`src/rtl/ctl_alu_pkg.sv`:
```
package ctl_alu_pkg;

   // output selector carried by the two low function bits
   typedef enum logic [1:0] {
      SEL_AND  = 2'b00,
      SEL_OR   = 2'b01,
      SEL_SUM  = 2'b10,
      SEL_SIGN = 2'b11
   } sel_e;

   // adder implementation variants
   localparam int ADDER_RIPPLE = 0;
   localparam int ADDER_PREFIX = 1;

   localparam int FUNC_W = 3;

endpackage

```
`src/rtl/ctl_alu_opcond.sv`:
```
module ctl_alu_opcond #(
   parameter int WIDTH = 32
) (
   input  logic [WIDTH-1:0] opb_i,
   input  logic             inv_i,
   output logic [WIDTH-1:0] opb_eff_o
);

   always_comb begin
      opb_eff_o = inv_i ? ~opb_i : opb_i;
   end

   // inversion must flip every bit and nothing else
   always_comb begin
      if (inv_i) begin
         AST_INV_ALL_BITS: assert ((opb_eff_o ^ opb_i) == {WIDTH{1'b1}});
      end else begin
         AST_PASS_THROUGH: assert (opb_eff_o == opb_i);
      end
   end

endmodule

```
`src/rtl/ctl_alu_adder.sv`:
```
module ctl_alu_adder #(
   parameter int WIDTH      = 32,
   parameter int ADDER_KIND = ctl_alu_pkg::ADDER_PREFIX
) (
   input  logic [WIDTH-1:0] x_i,
   input  logic [WIDTH-1:0] y_i,
   input  logic             cin_i,
   output logic [WIDTH-1:0] sum_o
);

   localparam int LEVELS = (WIDTH > 1) ? $clog2(WIDTH) : 1;

   generate
      if (ADDER_KIND == ctl_alu_pkg::ADDER_RIPPLE) begin : g_ripple
         logic [WIDTH:0] carry;
         always_comb begin
            carry[0] = cin_i;
            for (int i = 0; i < WIDTH; i++) begin
               sum_o[i]     = x_i[i] ^ y_i[i] ^ carry[i];
               carry[i + 1] = (x_i[i] & y_i[i]) | (carry[i] & (x_i[i] ^ y_i[i]));
            end
         end
      end else if (ADDER_KIND == ctl_alu_pkg::ADDER_PREFIX) begin : g_prefix
         logic [LEVELS:0][WIDTH-1:0] gen;
         logic [LEVELS:0][WIDTH-1:0] prp;
         logic [WIDTH-1:0]           carry;
         always_comb begin
            gen[0] = x_i & y_i;
            prp[0] = x_i ^ y_i;
            for (int l = 1; l <= LEVELS; l++) begin
               for (int i = 0; i < WIDTH; i++) begin
                  if (i >= (1 << (l - 1))) begin
                     gen[l][i] = gen[l-1][i] | (prp[l-1][i] & gen[l-1][i - (1 << (l - 1))]);
                     prp[l][i] = prp[l-1][i] & prp[l-1][i - (1 << (l - 1))];
                  end else begin
                     gen[l][i] = gen[l-1][i];
                     prp[l][i] = prp[l-1][i];
                  end
               end
            end
            carry[0] = cin_i;
            for (int i = 1; i < WIDTH; i++) begin
               carry[i] = gen[LEVELS][i-1] | (prp[LEVELS][i-1] & cin_i);
            end
            sum_o = prp[0] ^ carry;
         end
      end else begin : g_bad_kind
         $error("ctl_alu_adder: unknown ADDER_KIND");
         assign sum_o = '0;
      end
   endgenerate

   // a number plus its complement with carry one is zero
   always_comb begin
      if (cin_i && (y_i == ~x_i)) begin
         AST_SUB_SELF_ZERO: assert (sum_o == '0);
      end
      if (!cin_i && (y_i == '0)) begin
         AST_ADD_IDENTITY: assert (sum_o == x_i);
      end
   end

endmodule

```
`src/rtl/ctl_alu_logic.sv`:
```
module ctl_alu_logic #(
   parameter int WIDTH = 32
) (
   input  logic [WIDTH-1:0] x_i,
   input  logic [WIDTH-1:0] y_i,
   output logic [WIDTH-1:0] and_o,
   output logic [WIDTH-1:0] or_o
);

   always_comb begin
      and_o = x_i & y_i;
      or_o  = x_i | y_i;
   end

   // every AND bit is also an OR bit
   always_comb begin
      AST_AND_WITHIN_OR: assert ((and_o & ~or_o) == '0);
   end

endmodule

```
`src/rtl/ctl_alu_outmux.sv`:
```
module ctl_alu_outmux #(
   parameter int WIDTH   = 32,
   parameter bit ZERO_EN = 1'b1
) (
   input  ctl_alu_pkg::sel_e sel_i,
   input  logic [WIDTH-1:0]  and_i,
   input  logic [WIDTH-1:0]  or_i,
   input  logic [WIDTH-1:0]  sum_i,
   output logic [WIDTH-1:0]  res_o,
   output logic              zero_o
);

   always_comb begin
      unique case (sel_i)
         ctl_alu_pkg::SEL_AND:  res_o = and_i;
         ctl_alu_pkg::SEL_OR:   res_o = or_i;
         ctl_alu_pkg::SEL_SUM:  res_o = sum_i;
         ctl_alu_pkg::SEL_SIGN: res_o = {{(WIDTH-1){1'b0}}, sum_i[WIDTH-1]};
         default:               res_o = '0;
      endcase
   end

   generate
      if (ZERO_EN) begin : g_zero
         assign zero_o = ~|res_o;
      end else begin : g_no_zero
         assign zero_o = 1'b0;
      end
   endgenerate

   always_comb begin
      if (sel_i == ctl_alu_pkg::SEL_SIGN) begin
         AST_SIGN_NARROW: assert (res_o[WIDTH-1:1] == '0);
         AST_SIGN_FOLLOWS: assert (res_o[0] == sum_i[WIDTH-1]);
      end
      if (ZERO_EN && (sel_i == ctl_alu_pkg::SEL_SUM) && (sum_i != '0)) begin
         AST_ZERO_LOW: assert (!zero_o);
      end
   end

endmodule

```
`src/rtl/ctl_alu.sv`:
```
module ctl_alu #(
   parameter int WIDTH      = 32,
   parameter int ADDER_KIND = ctl_alu_pkg::ADDER_PREFIX,
   parameter bit ZERO_EN    = 1'b1
) (
   input  logic [31:0] opa_i,
   input  logic [31:0] opb_i,
   input  logic [2:0]  func_i,
   output logic [31:0] res_o,
   output logic        zero_o
);

   localparam int TOP_BIT = WIDTH - 1;

   generate
      if (WIDTH != 32) begin : g_bad_width
         $error("ctl_alu: ports are fixed at 32 bits, WIDTH must be 32");
      end
      if ((ADDER_KIND != ctl_alu_pkg::ADDER_RIPPLE) &&
          (ADDER_KIND != ctl_alu_pkg::ADDER_PREFIX)) begin : g_bad_adder
         $error("ctl_alu: ADDER_KIND out of range");
      end
   endgenerate

   logic                 inv;
   ctl_alu_pkg::sel_e    sel;
   logic [WIDTH-1:0]     opb_eff;
   logic [WIDTH-1:0]     and_r;
   logic [WIDTH-1:0]     or_r;
   logic [WIDTH-1:0]     sum_r;

   assign inv = func_i[2];
   assign sel = ctl_alu_pkg::sel_e'(func_i[1:0]);

   ctl_alu_opcond #(.WIDTH(WIDTH)) opcond_i (
      .opb_i     (opb_i),
      .inv_i     (inv),
      .opb_eff_o (opb_eff)
   );

   ctl_alu_logic #(.WIDTH(WIDTH)) logic_i (
      .x_i   (opa_i),
      .y_i   (opb_eff),
      .and_o (and_r),
      .or_o  (or_r)
   );

   ctl_alu_adder #(.WIDTH(WIDTH), .ADDER_KIND(ADDER_KIND)) adder_i (
      .x_i   (opa_i),
      .y_i   (opb_eff),
      .cin_i (inv),
      .sum_o (sum_r)
   );

   ctl_alu_outmux #(.WIDTH(WIDTH), .ZERO_EN(ZERO_EN)) outmux_i (
      .sel_i  (sel),
      .and_i  (and_r),
      .or_i   (or_r),
      .sum_i  (sum_r),
      .res_o  (res_o),
      .zero_o (zero_o)
   );

   // top-level cross checks between ports
   always_comb begin
      if ((func_i == 3'b110) && (opa_i == opb_i)) begin
         AST_EQUAL_SUB_ZERO: assert (res_o == '0);
      end
      if ((func_i == 3'b111) && (opa_i == opb_i)) begin
         AST_EQUAL_NOT_LESS: assert (res_o == '0);
      end
      if ((func_i == 3'b101) && (opb_i == '0)) begin
         AST_ORN_ALL_ONES: assert (res_o == {WIDTH{1'b1}});
      end
      if (ZERO_EN && (res_o[TOP_BIT] || res_o[0])) begin
         AST_ZERO_CLEAR: assert (!zero_o);
      end
   end

endmodule

```
`config.mk`:
```
export PLATFORM = sky130hd
export DESIGN_NAME = ctl_alu
export DESIGN_NICKNAME = d
export VERILOG_FILES = /design/src/rtl/ctl_alu_pkg.sv /design/src/rtl/ctl_alu_opcond.sv /design/src/rtl/ctl_alu_adder.sv /design/src/rtl/ctl_alu_logic.sv /design/src/rtl/ctl_alu_outmux.sv /design/src/rtl/ctl_alu.sv
export SDC_FILE = /design/constraint.sdc
export NUM_CORES = 1
export LEC_CHECK = 0
export CAP_MARGIN = 40
export CORE_MARGIN = 4
export CORE_UTILIZATION = 55
export DETAILED_ROUTE_END_ITERATION = 6
export PLACE_DENSITY = 0.95
export SLEW_MARGIN = 15
export SYNTH_ARGS = -nofsm -noshare
export SYNTH_HDL_FRONTEND = slang
export SYNTH_HIERARCHICAL = 1
export SYNTH_SLANG_ARGS = --single-unit
```
`constraint.sdc`:
```
create_clock -name vclk -period 19.3
set_clock_uncertainty 0.2 [all_clocks]
set_input_delay 5.79 -clock vclk [all_inputs]
set_output_delay 5.79 -clock vclk [all_outputs]
set_load 0.02 [all_outputs]
```
Word level (Yosys, flattened, before mapping)
Cells that the tools add are included.
{"block": "word_totals", "latchBits": 0, "mem_count": 0, "inputBits": 67, "regBits": 0, "romBits": 0, "mem_bits_rw": 0, "elab_cells": 447}
{"block": "classes", "bitwise_logic": 439, "reduce_logical": 3, "mul": 0, "shift": 0, "n_eq_ne": 3, "add_sub_neg": 0, "n_div": 0, "n_lt_le_gt_ge": 0, "n_mux": 2}
{"op": "1-bit bitwise AND", "count": 279}
{"op": "1-bit OR", "count": 155}
{"op": "32-bit case mux with 4 select lines", "count": 1}
{"op": "32-bit XOR", "count": 2}
{"op": "32-bit bitwise AND", "count": 1}
{"op": "32-bit 2-to-1 mux", "count": 1}
{"op": "32-bit NOT", "count": 1}
{"op": "32-bit OR", "count": 1}
{"op": "32-bit OR reduction", "count": 1}
{"op": "2-bit equality test (second input constant)", "count": 2}
{"op": "2-bit by 1-bit equality test with 1-bit output (second input constant)", "count": 1}
{"op": "2-bit zero test", "count": 1}
{"op": "1-bit zero test", "count": 1}

Depth between registers and ports, before layout
{"block": "logic_depth", "ltp_word": 17, "mapped_depth": 16}

By module
The synthesis kept the hierarchy.
{"mod": "ctl_alu_adder", "cells_per_inst": 263, "area_per_inst_um2": 1860.5, "n_inst": 1}
{"mod": "ctl_alu_outmux", "cells_per_inst": 86, "area_per_inst_um2": 769.5, "n_inst": 1}
{"mod": "ctl_alu_logic", "cells_per_inst": 64, "area_per_inst_um2": 440.4, "n_inst": 1}
{"mod": "ctl_alu_opcond", "cells_per_inst": 36, "area_per_inst_um2": 351.6, "n_inst": 1}

Least setup slack after synthesis
Ideal clock, no wire load.
{"block": "synth_path", "kind": "input-to-output", "from": "input func_i[2]", "to": "output zero_o", "required_ps": 13310, "path_slack_ps": 4326, "stages": 15, "arrival_time_ps": 8984, "path_cell_list": "buf_6 -> buf_12 -> xor2_1 -> ha_1 -> a41o_2 -> nand2_2 -> a211oi_2 -> o311ai_2 -> a211o_1 -> nor4b_1 -> a2111oi_2 -> o2bb2ai_1 -> nor4_1 -> nand4_1 -> nor2_1"}
{"block": "synth_between", "word_cells_on_any_way": 442, "cone_classes": "2 x mux; 438 x bitwise; 2 x reduce/logical"}
{"item": "start, declared", "line": "ctl_alu.sv:8", "text": "input logic [2:0] func_i,"}
{"item": "32-bit 2-to-1 mux (*)", "line": "ctl_alu_opcond.sv:10", "text": "opb_eff_o = inv_i ? ~opb_i : opb_i;"}
{"item": "net opb_eff[0]", "line": "ctl_alu.sv:27", "text": "logic [WIDTH-1:0] opb_eff;"}
{"item": "32-bit bitwise AND", "line": "ctl_alu_adder.sv:28", "text": "gen[0] = x_i & y_i;"}
{"item": "1-bit bitwise AND", "line": "ctl_alu_adder.sv:33", "text": "gen[l][i] = gen[l-1][i] | (prp[l-1][i] & gen[l-1][i - (1 << (l - 1))]);"}
{"item": "1-bit OR", "line": "ctl_alu_adder.sv:33"}
{"item": "1-bit bitwise AND", "line": "ctl_alu_adder.sv:33"}
{"item": "1-bit OR", "line": "ctl_alu_adder.sv:33"}
{"item": "1-bit bitwise AND", "line": "ctl_alu_adder.sv:33"}
{"item": "1-bit OR", "line": "ctl_alu_adder.sv:33"}
{"item": "1-bit OR (*)", "line": "ctl_alu_adder.sv:43", "text": "carry[i] = gen[LEVELS][i-1] | (prp[LEVELS][i-1] & cin_i);"}
{"item": "32-bit XOR (*)", "line": "ctl_alu_adder.sv:45", "text": "sum_o = prp[0] ^ carry;"}
{"item": "net sum_r[22]", "line": "ctl_alu.sv:30", "text": "logic [WIDTH-1:0] sum_r;"}
{"item": "32-bit case mux with 4 select lines (*)", "line": "ctl_alu_outmux.sv:14", "text": "unique case (sel_i)"}
{"item": "net res_o[22]", "line": "ctl_alu.sv:9", "text": "output logic [31:0] res_o,"}
{"item": "32-bit OR reduction (*)", "line": "ctl_alu_outmux.sv:25", "text": "assign zero_o = ~|res_o;"}
{"item": "1-bit zero test (*)", "line": "ctl_alu_outmux.sv:25"}
{"item": "end, declared", "line": "ctl_alu.sv:10", "text": "output logic zero_o"}
The timed path passes the listed nets; every way through them passes the cells marked *.

Worst setup path in the final report
{"block": "layout_path", "from": "input func_i[2]", "to": "output zero_o"}
{"block": "layout_between", "word_cells_on_any_way": 442, "cone_classes": "2 x mux; 438 x bitwise; 2 x reduce/logical"}
{"item": "32-bit 2-to-1 mux (*)", "line": "ctl_alu_opcond.sv:10"}
{"item": "net opb_eff[0]", "line": "ctl_alu.sv:27"}
{"item": "32-bit bitwise AND", "line": "ctl_alu_adder.sv:28"}
{"item": "1-bit bitwise AND", "line": "ctl_alu_adder.sv:33"}
{"item": "1-bit OR", "line": "ctl_alu_adder.sv:33"}
{"item": "1-bit bitwise AND", "line": "ctl_alu_adder.sv:33"}
{"item": "1-bit OR", "line": "ctl_alu_adder.sv:33"}
{"item": "1-bit bitwise AND", "line": "ctl_alu_adder.sv:33"}
{"item": "1-bit OR", "line": "ctl_alu_adder.sv:33"}
{"item": "1-bit OR (*)", "line": "ctl_alu_adder.sv:43"}
{"item": "32-bit XOR (*)", "line": "ctl_alu_adder.sv:45"}
{"item": "net sum_r[29]", "line": "ctl_alu.sv:30"}
{"item": "32-bit case mux with 4 select lines (*)", "line": "ctl_alu_outmux.sv:14"}
{"item": "32-bit OR reduction (*)", "line": "ctl_alu_outmux.sv:25"}
{"item": "1-bit zero test (*)", "line": "ctl_alu_outmux.sv:25"}
Marked as above.

==> impl_metrics.ini <==
[place]
portBuffers = 100
dp_hpwl_um = 9590
place.gp.congestion = 0.992

[final_layout]
clock_buffers = 0
seq_cells = 0
syn_to_final_growth_pct = 27.5
fin_nets = 629
seq_area_sq_um = 0
layout-drive-gt1-share_pct = 9.85
multiInputGateArea_sq_um = 3220
n_antenna_cell = 0
fill_cells = 477

[grt]
grt_util_all_layers_pct = 29.6
grt_pass1_vias = 3794
grt_max_degree = 34
overflow = 0
grt_first_pass_wirelength_um = 18300
antenna_found_initial = 0

[timing]
finalHoldViolations = 0
drv_slew = 0
worst_slew_pin_slew_ns = 0.826
setup_tns_ns = 0
setup_violations = 0
slew-limit-headroom_pct = 44.8
rsz0062_at_grt = no
fin_crit_sh_pct = 84.9
fmax_mhz = 61.0
period_needed_ns = 16.38

[synth]
synth_top_area_share_pct = 11.3
syn_inst = 449
syn_area_per_cell_sq_um = 7.62
synth_top_area_cell = ha_1
synth_area_sq_um = 3420
synth_cell_types = 60
yosys-top-cells-count = 42 x xor2_1, 34 x mux2i_1, 32 x and2_2, 32 x or2_1
syn-num-nets = 548
yosysMostFrequentCell = xor2_1
ys_seq_area_share_pct = 0
synth_area_leaders = ha_1 11%, xor2_1 11%, mux2i_1 9.9%
synth_warnings = 6

[cts]
cts_resized = 0
hold_buffers = 0
cts_setup_buffers = 0

[worst_setup_path]
cp-start-kind = input port
critPathKind = in2out
path_buf_inv = 3
path_common_cell = nor2_1
cp-end-kind = output port
cp.required_ns = 13.31
cp_max_fo = 23
crit_path_max_incr_delay_ns = 0.65
cp_top_family = compound AO/OA/AOI/OAI gates
cp_slowest_cell = clkdlybuf4s50_1
crit_arrival_ns = 10.39
worstPathCellList = buf_2 -> buf_12 -> xor2_1 -> ha_1 -> a41o_2 -> a221oi_1 -> nor2_1 -> a311oi_2 -> o21ai_1 -> a21oi_1 -> o211ai_1 -> o2bb2ai_1 -> nor4_1 -> nand4_1 -> nor2_1 -> clkdlybuf4s50_1

[power_and_ir_drop]
swShare_pct = 55.0
power.internal_w = 0.0000912
power_density_nw_per_um2 = 46.5
power_switching_w = 0.000112
p_leak_nw = 1.79
worst_ir_drop_vdd_mv = 0.0266
power_frac_comb_pct = 100.0
seq_power_share_pct = 0
power.share.clock_pct = 0
power_w = 0.000203

[floorplanning]
rows = 28
core_sq_um = 5990
die-height_um = 86.9
dieArea_sq_um = 7550
io_pins = 100
start_util_pct = 57.1
dieWidth_um = 86.9

[routing]
drtIter0Drc = 306
drtAntennaViolNets = 0
via_per_inst = 6.42
drcViolationCount = 0
drt_pass1_iterations = 5
vias = 3873
avgRoutedWirePerCell_um = 19.3
wl_um = 11600

[run]
drv_cap = 0

[hold_path]
min_path_type = in2out

[status]
status = finished clean
==> final timing paths <==
path                  startpoint   endpoint  slack [ns]  depth (start not counted)
worst max-delay path   func_i[2]     zero_o        2.92                         16
worst min-delay path   func_i[0]  res_o[20]       12.51                          4
==> per-layer routing <==
layer / part of all wire, % / track usage, % / up-vias / wire, um
met5: 0 / 0 / - / 0
met4: 3.6 / 8.22 / 0 / 414
li1: - / - / 1839 / -
met1: 40 / 38.1 / 1794 / 4710
met2: 48 / 52.0 / 201 / 5530
met3: 8.4 / 3.12 / 39 / 976
==> layout by cell type (no fill, tap or decap), types with 3 or more instances in the layout <==
cell,count
o21a_1,5
and2_2,32
and2_1,6
a21o_1,19
nor4b_1,3
and3_1,3
inv_1,3
o21bai_1,3
nor4_1,11
ha_1,31
a211o_1,4
nor3_1,9
nand3_1,10
nand2b_1,3
clkdlybuf4s50_1,98
nor2_1,23
nand2_1,22
nand4_1,4
a31oi_1,3
mux2i_1,34
a211oi_1,4
xor2_1,42
xnor2_1,16
or2_1,32
o211ai_1,3
o2bb2ai_1,31
a21oi_1,31
o21ai_0,7
==> logic make-up after synthesis <==
logic type	synth area share (%)
xor+xnor	14.8
compound gates	28.9
buf+inv	5.89
simple gates	27.9
fa+ha+maj	11.9
mux	10.6
==> power groups by stage <==
stage | logic [W] | clock network, W | registers [W]
5_1_grt | 0.000217 | 0 | 0
4_1_cts | 0.000199 | 0 | 0
3_3_place_gp | 0.000191 | 0 | 0
6_report | 0.000203 | 0 | 0
3_5_place_dp | 0.000198 | 0 | 0
2_1_floorplan | 0.000134 | 0 | 0
==> per-stage QoR <==
| step | cell area (sq um) | util, % | setup WS [ns] | hold WS (ns) | std cells |
|---|---|---|---|---|---|
| finish | 4360 | 72.8 | 2.92 | 12.51 | 603 |
| global placement | 4320 | 72.2 | 2.95 | 12.73 | 601 |
| floorplan | 3420 | - | 4.33 | 11.66 | 449 |
| detailed placement | 4360 | 72.8 | 3.06 | 12.52 | 603 |
| CTS | 4360 | 72.8 | 3.05 | 12.53 | 603 |
| global route | 4360 | 72.8 | 2.62 | 12.59 | 603 |
==> area by class of cell <==
type | instances | area share (%)
inverter | 3 | 0.258
multi-input combinational | 422 | 73.8
tap | 75 | 2.15
timing repair buffer | 103 | 23.8
(Power assumes the default switching activity.)
